==> src/rtl/wdog_pkg.sv <==
package wdog_pkg;

    // Bus register select encoding
    typedef enum logic {
        SEL_CFG   = 1'b0,
        SEL_FLAGS = 1'b1
    } wdog_sel_e;

    // Bit position of the flag inside the flags register read value
    localparam int FLAG_BIT = 7;

endpackage

==> src/rtl/wdog_decode.sv <==
module wdog_decode #(
    parameter int MULT_W = 5,
    parameter int RES_W  = 2,
    localparam int REG_W = RES_W + MULT_W + 1,
    localparam int CNT_W = MULT_W + 2 * ((1 << RES_W) - 1)
) (
    input  logic [REG_W-1:0] cfg,
    output logic [CNT_W-1:0] interval,
    output logic             steer
);

    logic [RES_W-1:0]  res;
    logic [MULT_W-1:0] mult;
    logic [CNT_W-1:0]  cand [1 << RES_W];

    assign res   = cfg[RES_W-1:0];
    assign mult  = cfg[RES_W +: MULT_W];
    assign steer = cfg[REG_W-1];

    // One candidate interval for each resolution setting
    for (genvar r = 0; r < (1 << RES_W); r++) begin : g_res
        assign cand[r] = CNT_W'(mult) << (2 * r);
    end

    assign interval = cand[res];

endmodule

==> src/rtl/wdog_count.sv <==
module wdog_count #(
    parameter int CNT_W = 11
) (
    input  logic             clk,
    input  logic             rst_n,
    input  logic             load,
    input  logic [CNT_W-1:0] load_val,
    input  logic             tick,
    output logic             expire
);

    typedef struct packed {
        logic             armed;
        logic [CNT_W-1:0] cnt;
    } cnt_state_t;

    cnt_state_t state_d, state_q;

    always_comb begin
        state_d = state_q;
        expire  = 1'b0;
        if (load) begin
            state_d.armed = (load_val != '0);
            state_d.cnt   = load_val;
        end else if (state_q.armed && tick) begin
            if (state_q.cnt == CNT_W'(1)) begin
                expire        = 1'b1;
                state_d.armed = 1'b0;
                state_d.cnt   = '0;
            end else begin
                state_d.cnt = state_q.cnt - CNT_W'(1);
            end
        end
    end

    always_ff @(posedge clk) begin
        if (!rst_n) begin
            state_q <= '0;
        end else begin
            state_q <= state_d;
        end
    end

endmodule

==> src/rtl/wdog_steer.sv <==
module wdog_steer #(
    parameter int MULT_W = 5,
    parameter int RES_W  = 2,
    localparam int REG_W = RES_W + MULT_W + 1,
    localparam int CNT_W = MULT_W + 2 * ((1 << RES_W) - 1)
) (
    input  logic             clk,
    input  logic             rst_n,
    input  logic             tick_en,
    input  logic             bus_sel,
    input  logic             bus_wr,
    input  logic             bus_rd,
    input  logic [REG_W-1:0] bus_wdata,
    output logic [REG_W-1:0] bus_rdata,
    output logic             irq_pulse,
    output logic             sys_rst_req,
    output logic             century_clr
);
    import wdog_pkg::*;

    typedef struct packed {
        logic [REG_W-1:0] cfg;
        logic             flag;
        logic             irq;
        logic             rst_req;
    } top_state_t;

    top_state_t state_d, state_q;

    logic             kick_wr, kick_rd, kick;
    logic [REG_W-1:0] load_cfg;
    logic [CNT_W-1:0] load_val;
    logic             load_steer;
    logic             expire;

    assign kick_wr  = bus_wr && (bus_sel == SEL_CFG);
    assign kick_rd  = bus_rd && (bus_sel == SEL_CFG) && !bus_wr;
    assign kick     = kick_wr || kick_rd;
    assign load_cfg = kick_wr ? bus_wdata : state_q.cfg;

    wdog_decode #(
        .MULT_W (MULT_W),
        .RES_W  (RES_W)
    ) u_decode (
        .cfg      (load_cfg),
        .interval (load_val),
        .steer    (load_steer)
    );

    wdog_count #(
        .CNT_W (CNT_W)
    ) u_count (
        .clk      (clk),
        .rst_n    (rst_n),
        .load     (kick),
        .load_val (load_val),
        .tick     (tick_en),
        .expire   (expire)
    );

    always_comb begin
        state_d         = state_q;
        state_d.irq     = 1'b0;
        state_d.rst_req = 1'b0;
        if (kick_wr) begin
            state_d.cfg = bus_wdata;
        end
        if (kick) begin
            state_d.flag = 1'b0;
        end
        if (expire) begin
            state_d.flag = 1'b1;
            // Without a kick this cycle load_cfg is the stored register
            if (load_steer) begin
                state_d.cfg     = '0;
                state_d.rst_req = 1'b1;
            end else begin
                state_d.irq = 1'b1;
            end
        end
    end

    always_ff @(posedge clk) begin
        if (!rst_n) begin
            state_q <= '0;
        end else begin
            state_q <= state_d;
        end
    end

    always_comb begin
        if (bus_sel == SEL_FLAGS) begin
            bus_rdata           = '0;
            bus_rdata[FLAG_BIT] = state_q.flag;
        end else begin
            bus_rdata = state_q.cfg;
        end
    end

    assign irq_pulse   = state_q.irq;
    assign sys_rst_req = state_q.rst_req;
    assign century_clr = state_q.rst_req;

endmodule

==> config.mk <==
export PLATFORM = sky130hd
export DESIGN_NAME = wdog_steer
export DESIGN_NICKNAME = d
export VERILOG_FILES = /design/src/rtl/wdog_pkg.sv /design/src/rtl/wdog_decode.sv /design/src/rtl/wdog_count.sv /design/src/rtl/wdog_steer.sv
export SDC_FILE = /design/constraint.sdc
export NUM_CORES = 1
export LEC_CHECK = 0
export BUFFER_PORTS_ARGS = -buffer_cell sky130_fd_sc_hd__buf_2
export CELL_PAD_IN_SITES_DETAIL_PLACEMENT = 0
export CELL_PAD_IN_SITES_GLOBAL_PLACEMENT = 2
export CORE_UTILIZATION = 30
export DETAILED_ROUTE_END_ITERATION = 16
export PLACE_DENSITY = 0.72
export SLEW_MARGIN = 20
export SYNTH_ARGS = -nofsm -noshare
export SYNTH_HDL_FRONTEND = slang
export SYNTH_SLANG_ARGS = --single-unit
==> constraint.sdc <==
create_clock -name clk -period 1.6 [get_ports clk]
set_input_delay 0 -clock clk [delete_from_list [all_inputs] [get_ports clk]]
set_output_delay 0 -clock clk [all_outputs]
set_load 0.02 [all_outputs]
* Yosys cells after proc, flatten, opt, wreduce, memory -nomap -nowiden
Index checks and enable logic that the tools add are counted.
** Operators by class
- Equality and inequality tests :: 1
- Reductions and logical operators :: 12
- Muxes and demuxes :: 17
- Bitwise logic cells :: 2
- Order comparisons :: 1
- $add $sub $neg :: 1
** Operator list (number)
- 2-to-1 mux 11 bit :: 4
- 2-to-1 mux 12 bit :: 2
- binary-select mux 11 bit (select 2 bit) :: 1
- 2-to-1 mux 8 bit :: 2
- equality test 11 x 1 -> 1 bit (second input constant) :: 1
- nonzero test 11 bit :: 1
- subtractor 11 x 1 -> 11 bit (second input constant) :: 1
- 2-to-1 mux 1 bit :: 7
- 2-to-1 mux 7 bit :: 1
- nonzero test 2 bit :: 3
- logical AND 1 bit :: 4
- AND reduction 2 bit :: 2
- >= comparator 3 bit (second input constant) :: 1
- NOT 2 -> 3 bit :: 1
- logical NOT 1 bit :: 1
- logical OR 1 bit :: 1
- NOT 1 bit :: 1
** Storage, ports and cells
- Input bits :: 14
- Output and inout port bits :: 11
- Logic and storage cells :: 40
- Flip-flop bits (word level) :: 23

* Depth between registers and ports, before layout
- Depth in word-level cells :: 9
- Depth in mapped cells :: 7
- Gate-level depth less buffers :: 7

* Cells and area by module
From an unflattened synthesis, not the netlist that was laid out.
** Unflattened totals
- Cells, all modules :: 164
- Area total of the unflattened synthesis :: 1476.4 um^2
** Modules (own cells, without submodules)
- wdog_count :: cells each 95, area each 792.0 um^2, sequential area each 240.2 um^2, instances 1
- wdog_steer :: cells each 48, area each 526.8 um^2, sequential area each 220.2 um^2, instances 1
- wdog_decode :: cells each 21, area each 157.7 um^2, sequential area each 0.0 um^2, instances 1

* Least setup slack after synthesis
Ideal clock, no wire load.
- Path kind :: reg2reg
- From :: register u_count.state_q[1] in the netlist's numbering
- To :: register state_q[3] in the netlist's numbering
- Stages on the path, launching flop included :: 8
- Buffers on the path :: 0
- Setup slack :: -0.089 ns
- Arrival time :: 1.557 ns
- Setup time :: 0.133 ns
- Cell sequence :: dfxtp_1 inv_1 ha_1 or4b_4 nor4_4 nand2_2 o21ai_4 nor2_1
** On the way
- Longest elaborated chain between the ends :: 5
** RTL lines
- from (decl) :: line wdog_count.sv:17 : cnt_state_t state_d, state_q;
- from (signal assigned) :: line wdog_count.sv:40 : state_q <= state_d;
- equality test 11 x 1 -> 1 bit :: line wdog_count.sv:26 : if (state_q.cnt == CNT_W'(1)) begin
- 2-to-1 mux 1 bit :: line wdog_count.sv:26
- 2-to-1 mux 1 bit :: line wdog_count.sv:25 : end else if (state_q.armed && tick) begin
- 2-to-1 mux 1 bit :: line wdog_count.sv:22 : if (load) begin
- 2-to-1 mux 11 bit :: line wdog_steer.sv:71 : if (expire) begin
- to (signal assigned) :: line wdog_steer.sv:87 : state_q <= state_d;
- to (decl) :: line wdog_steer.sv:28 : top_state_t state_d, state_q;
No other way between the ends.
A chain may end at the register's enable or synchronous reset.

* Final worst setup path
- From :: register u_count.state_q[1] in the netlist's numbering
- To :: register state_q[8] in the netlist's numbering
The elaborated chain is that of the path after synthesis.

==> results by group <==
Run status
  • Status: finished with violations
  • Violated checks: negative setup slack

Timing
  • FMAX: 568 MHz
  • Slew @ Worst Pin: 0.431 ns
  • RSZ-0062 raised after global routing: true
  • WHS: 0.0970 ns
  • Count of pins over their slew limit: 0
  • Hold Fails Final Rpt: 0
  • Setup-failing EPs final: 18
  • Fin worst setup slack: -0.160 ns
  • Worst Skew: 0.00211 ns
  • Minimum clock period: 1.76 ns
  • Fin crit share: 110%
  • Rel. slew slack: 70.4%

Critical path
  • WS Path Type: flop to flop
  • Crit. Startpoint: u_count.state_q[1]
  • Required @ worst endpoint: 1.76 ns
  • Crit Path Max Fanout: 7
  • CP cell instances: inv_2 > ha_4 > or4b_4 > nor4_4 > nand2_2 > o21ai_4 > nor2_1
  • Slowest cell delay on critical path: 0.49 ns
  • Worst setup SP type: flop
  • Critical Path AT: 1.92 ns
  • Slowest cell on crit path: or4b_4
  • Worst setup EP type: flop
  • Origin of the critical flop-to-flop path: u_count.state_q[1]

Placed design
  • Placer congestion estimate: 0.950
  • DP Wirelength: 3960 um
  • Port bufs: 24

Die
  • DIE AREA: 5680 um2
  • Placement Rows: 26
  • Ports: 25
  • Core footprint: 5140 um2
  • Initial core utilization: 31.4%
  • Die width: 75.4 um
  • Die H: 75.4 um

Route
  • DR iter-0 viols: 181
  • Vias per inst: 5.37
  • Drt pass-1 iters: 4
  • Final wirelength: 5180 um
  • Post-route ant nets: 0
  • Avg WL per Cell: 15.5 um
  • Via count: 1,794
  • Remaining DRCs: 0

Finish
  • # nets final: 281
  • # diodes: 0
  • Synth-to-layout area growth: 37.6%
  • Layout cells sized above 1: 38.6%
  • Layout Utilization: 43.2%

Clocking
  • Num CTS Buffers: 3
  • Max clock buf depth: 2
  • Worst-path clk slew: 0.09 ns
  • Clock Root Buffer: clkbuf_8
  • Clk Latency, worst-skew pair: 0.27 ns
  • CTS tree: done
  • H-tree levels: 1
  • Clk sink count: 23
  • Hold_buf cts: 0

Synth
  • EDFF count, synth: 0
  • Top post-synthesis cells by count: nor2_1, dfxtp_1, nand2_1
  • Asr flop ratio synth: 0%
  • Leading area contributor after synthesis: dfxtp_1
  • Cell count after synthesis: 201
  • Synth cell types: 53
  • Seq/Total Area, Yosys: 28.5%
  • Seq cells post-synth: 23
  • Mean Syn Cell Area: 8.04 um2
  • Count leader, synth: nor2_1
  • Synthesized area: 1620 um2
  • Top cell type's share of synthesized area: 28.5%
  • Warnings, synthesis: 0
  • Largest cells by area after synthesis: dfxtp_1, mux2i_1, nor2_1
  • Synth Flop Type: dfxtp_1
  • Syn_nets: 217

Power
  • Leakage: 0.943 nW
  • Pwr/cell area: 742 nW/um2
  • Worst vdd ir: 0.000488 V
  • Tot Pwr: 1.65 mW

GRT
  • Total gr overflow: 0
  • Initial antenna violation count: 0
  • Total global-route track usage: 19.0%
  • Vias in the first global route: 1,638
  • First-pass GRT wire length: 8090 um
  • Largest net degree at the start of global routing: 17

Min path
  • Worst min-delay path startpoint: tick_en
  • Hold Crit Class: input pin to flop

Job
  • Max Cap Viol: 0
[cell families after synthesis]
group | synth area share (%)
AO/OA/AOI/OAI | 19.1
XOR/XNOR | 1.63
adder cells (fa/ha/maj) | 1.55
buffers and inverters | 4.42
flip-flops | 28.5
multiplexers | 11.2
AND/OR/NAND/NOR | 33.5
[layout make-up]
type	count	area, um2
Sequential cell	23	468
Clock buffer	3	41.3
Timing Repair Buffer	69	462
Clock inverter	1	5.00
Inverter	5	18.8
Multi-Input combinational cell	163	1140
Tap cell	70	87.6
Fill cell	515	2920
[layer usage]
metal	wire, um	global-route usage [%]	up-vias
met4	63	4.12	0
met3	322	3.44	6
met2	2380	30.0	72
met1	2420	27.0	846
li1	-	-	870
met5	0	0	-
[path summary, 6_finish.rpt]
kind	cells past startpoint	slack (ns)	to
max	7	-0.16	state_q[8]
min	4	0.1	u_count.state_q[11]
max reg2reg	7	-0.16	state_q[8]
min reg2reg	2	0.51	state_q[2]
[per-stage QoR]
step	cell area (um2)	cells	TNS [ns]	setup WS, ns
final	2220	334	-1.86	-0.160
after global routing	2220	334	-3.05	-0.226
after CTS	2160	330	-1.52	-0.144
after detailed placement	2060	321	-1.71	-0.153
after global placement	2060	321	-1.54	-0.164
after floorplan	1630	201	-0.362	-0.0575
[what timing repair did]
item / in CTS / in global routing
endpoints found under the hold margin: 0 / 0
resized for setup: 6 / 10
cloned: 0 / 0
buffers inserted: 5 / 6
pin swaps: 0 / 8
setup endpoints to repair: 21 / 22
[flip-flops by register name, indices dropped and copies added, names as in the netlist]
signal	flops
irq_pulse	1
state_q	9
century_clr	1
u_count.state_q	12
[cell usage in the layout, fill, tap and decap left out, types with 2 or more instances in the layout]
cell type | Yosys | layout
buf_4 | 1 | 44
nor2_1 | 29 | 28
buf_2 | 3 | 24
dfxtp_1 | 23 | 19
nand2_1 | 13 | 13
mux2i_1 | 12 | 12
a21oi_1 | 10 | 9
nor2b_1 | 8 | 8
nor3_1 | 10 | 8
nand3_1 | 7 | 7
inv_1 | 5 | 4
o21ai_0 | 5 | 4
a31oi_1 | 4 | 4
mux2_2 | 3 | 3
nand4_1 | 3 | 3
xor2_1 | 3 | 3
o22ai_1 | 3 | 3
nor4bb_1 | 3 | 3
o211ai_1 | 3 | 3
nor4_1 | 3 | 3
a41oi_1 | 3 | 3
clkbuf_8 | 0 | 3
dfxtp_2 | 0 | 3
or3_4 | 1 | 2
or2_2 | 2 | 2
nand3b_1 | 2 | 2
nand2b_1 | 2 | 2
mux2i_2 | 2 | 2
a211oi_1 | 2 | 2
a32oi_1 | 2 | 2
o31ai_1 | 2 | 2
nor3b_1 | 2 | 2
a21boi_1 | 1 | 2
ha_4 | 0 | 2
[where the power goes]
group	switching, mW	internal [mW]	leakage, nW	total [mW]
combinational	0.333	0.302	0.728	0.635
sequential	0.0352	0.609	0.190	0.644
clock	0.196	0.174	0.0255	0.371
[worst max-delay path: cells and delay by family (launching register included)]
kind	cells	cell delay, ns
adders and majority gates	1	0.12
and+or+nand+nor	4	0.89
AOI/OAI and AO/OA	1	0.25
buffers and inverters	1	0.06
DFF	1	0.33
No activity file was read; power rests on OpenSTA's default activity.
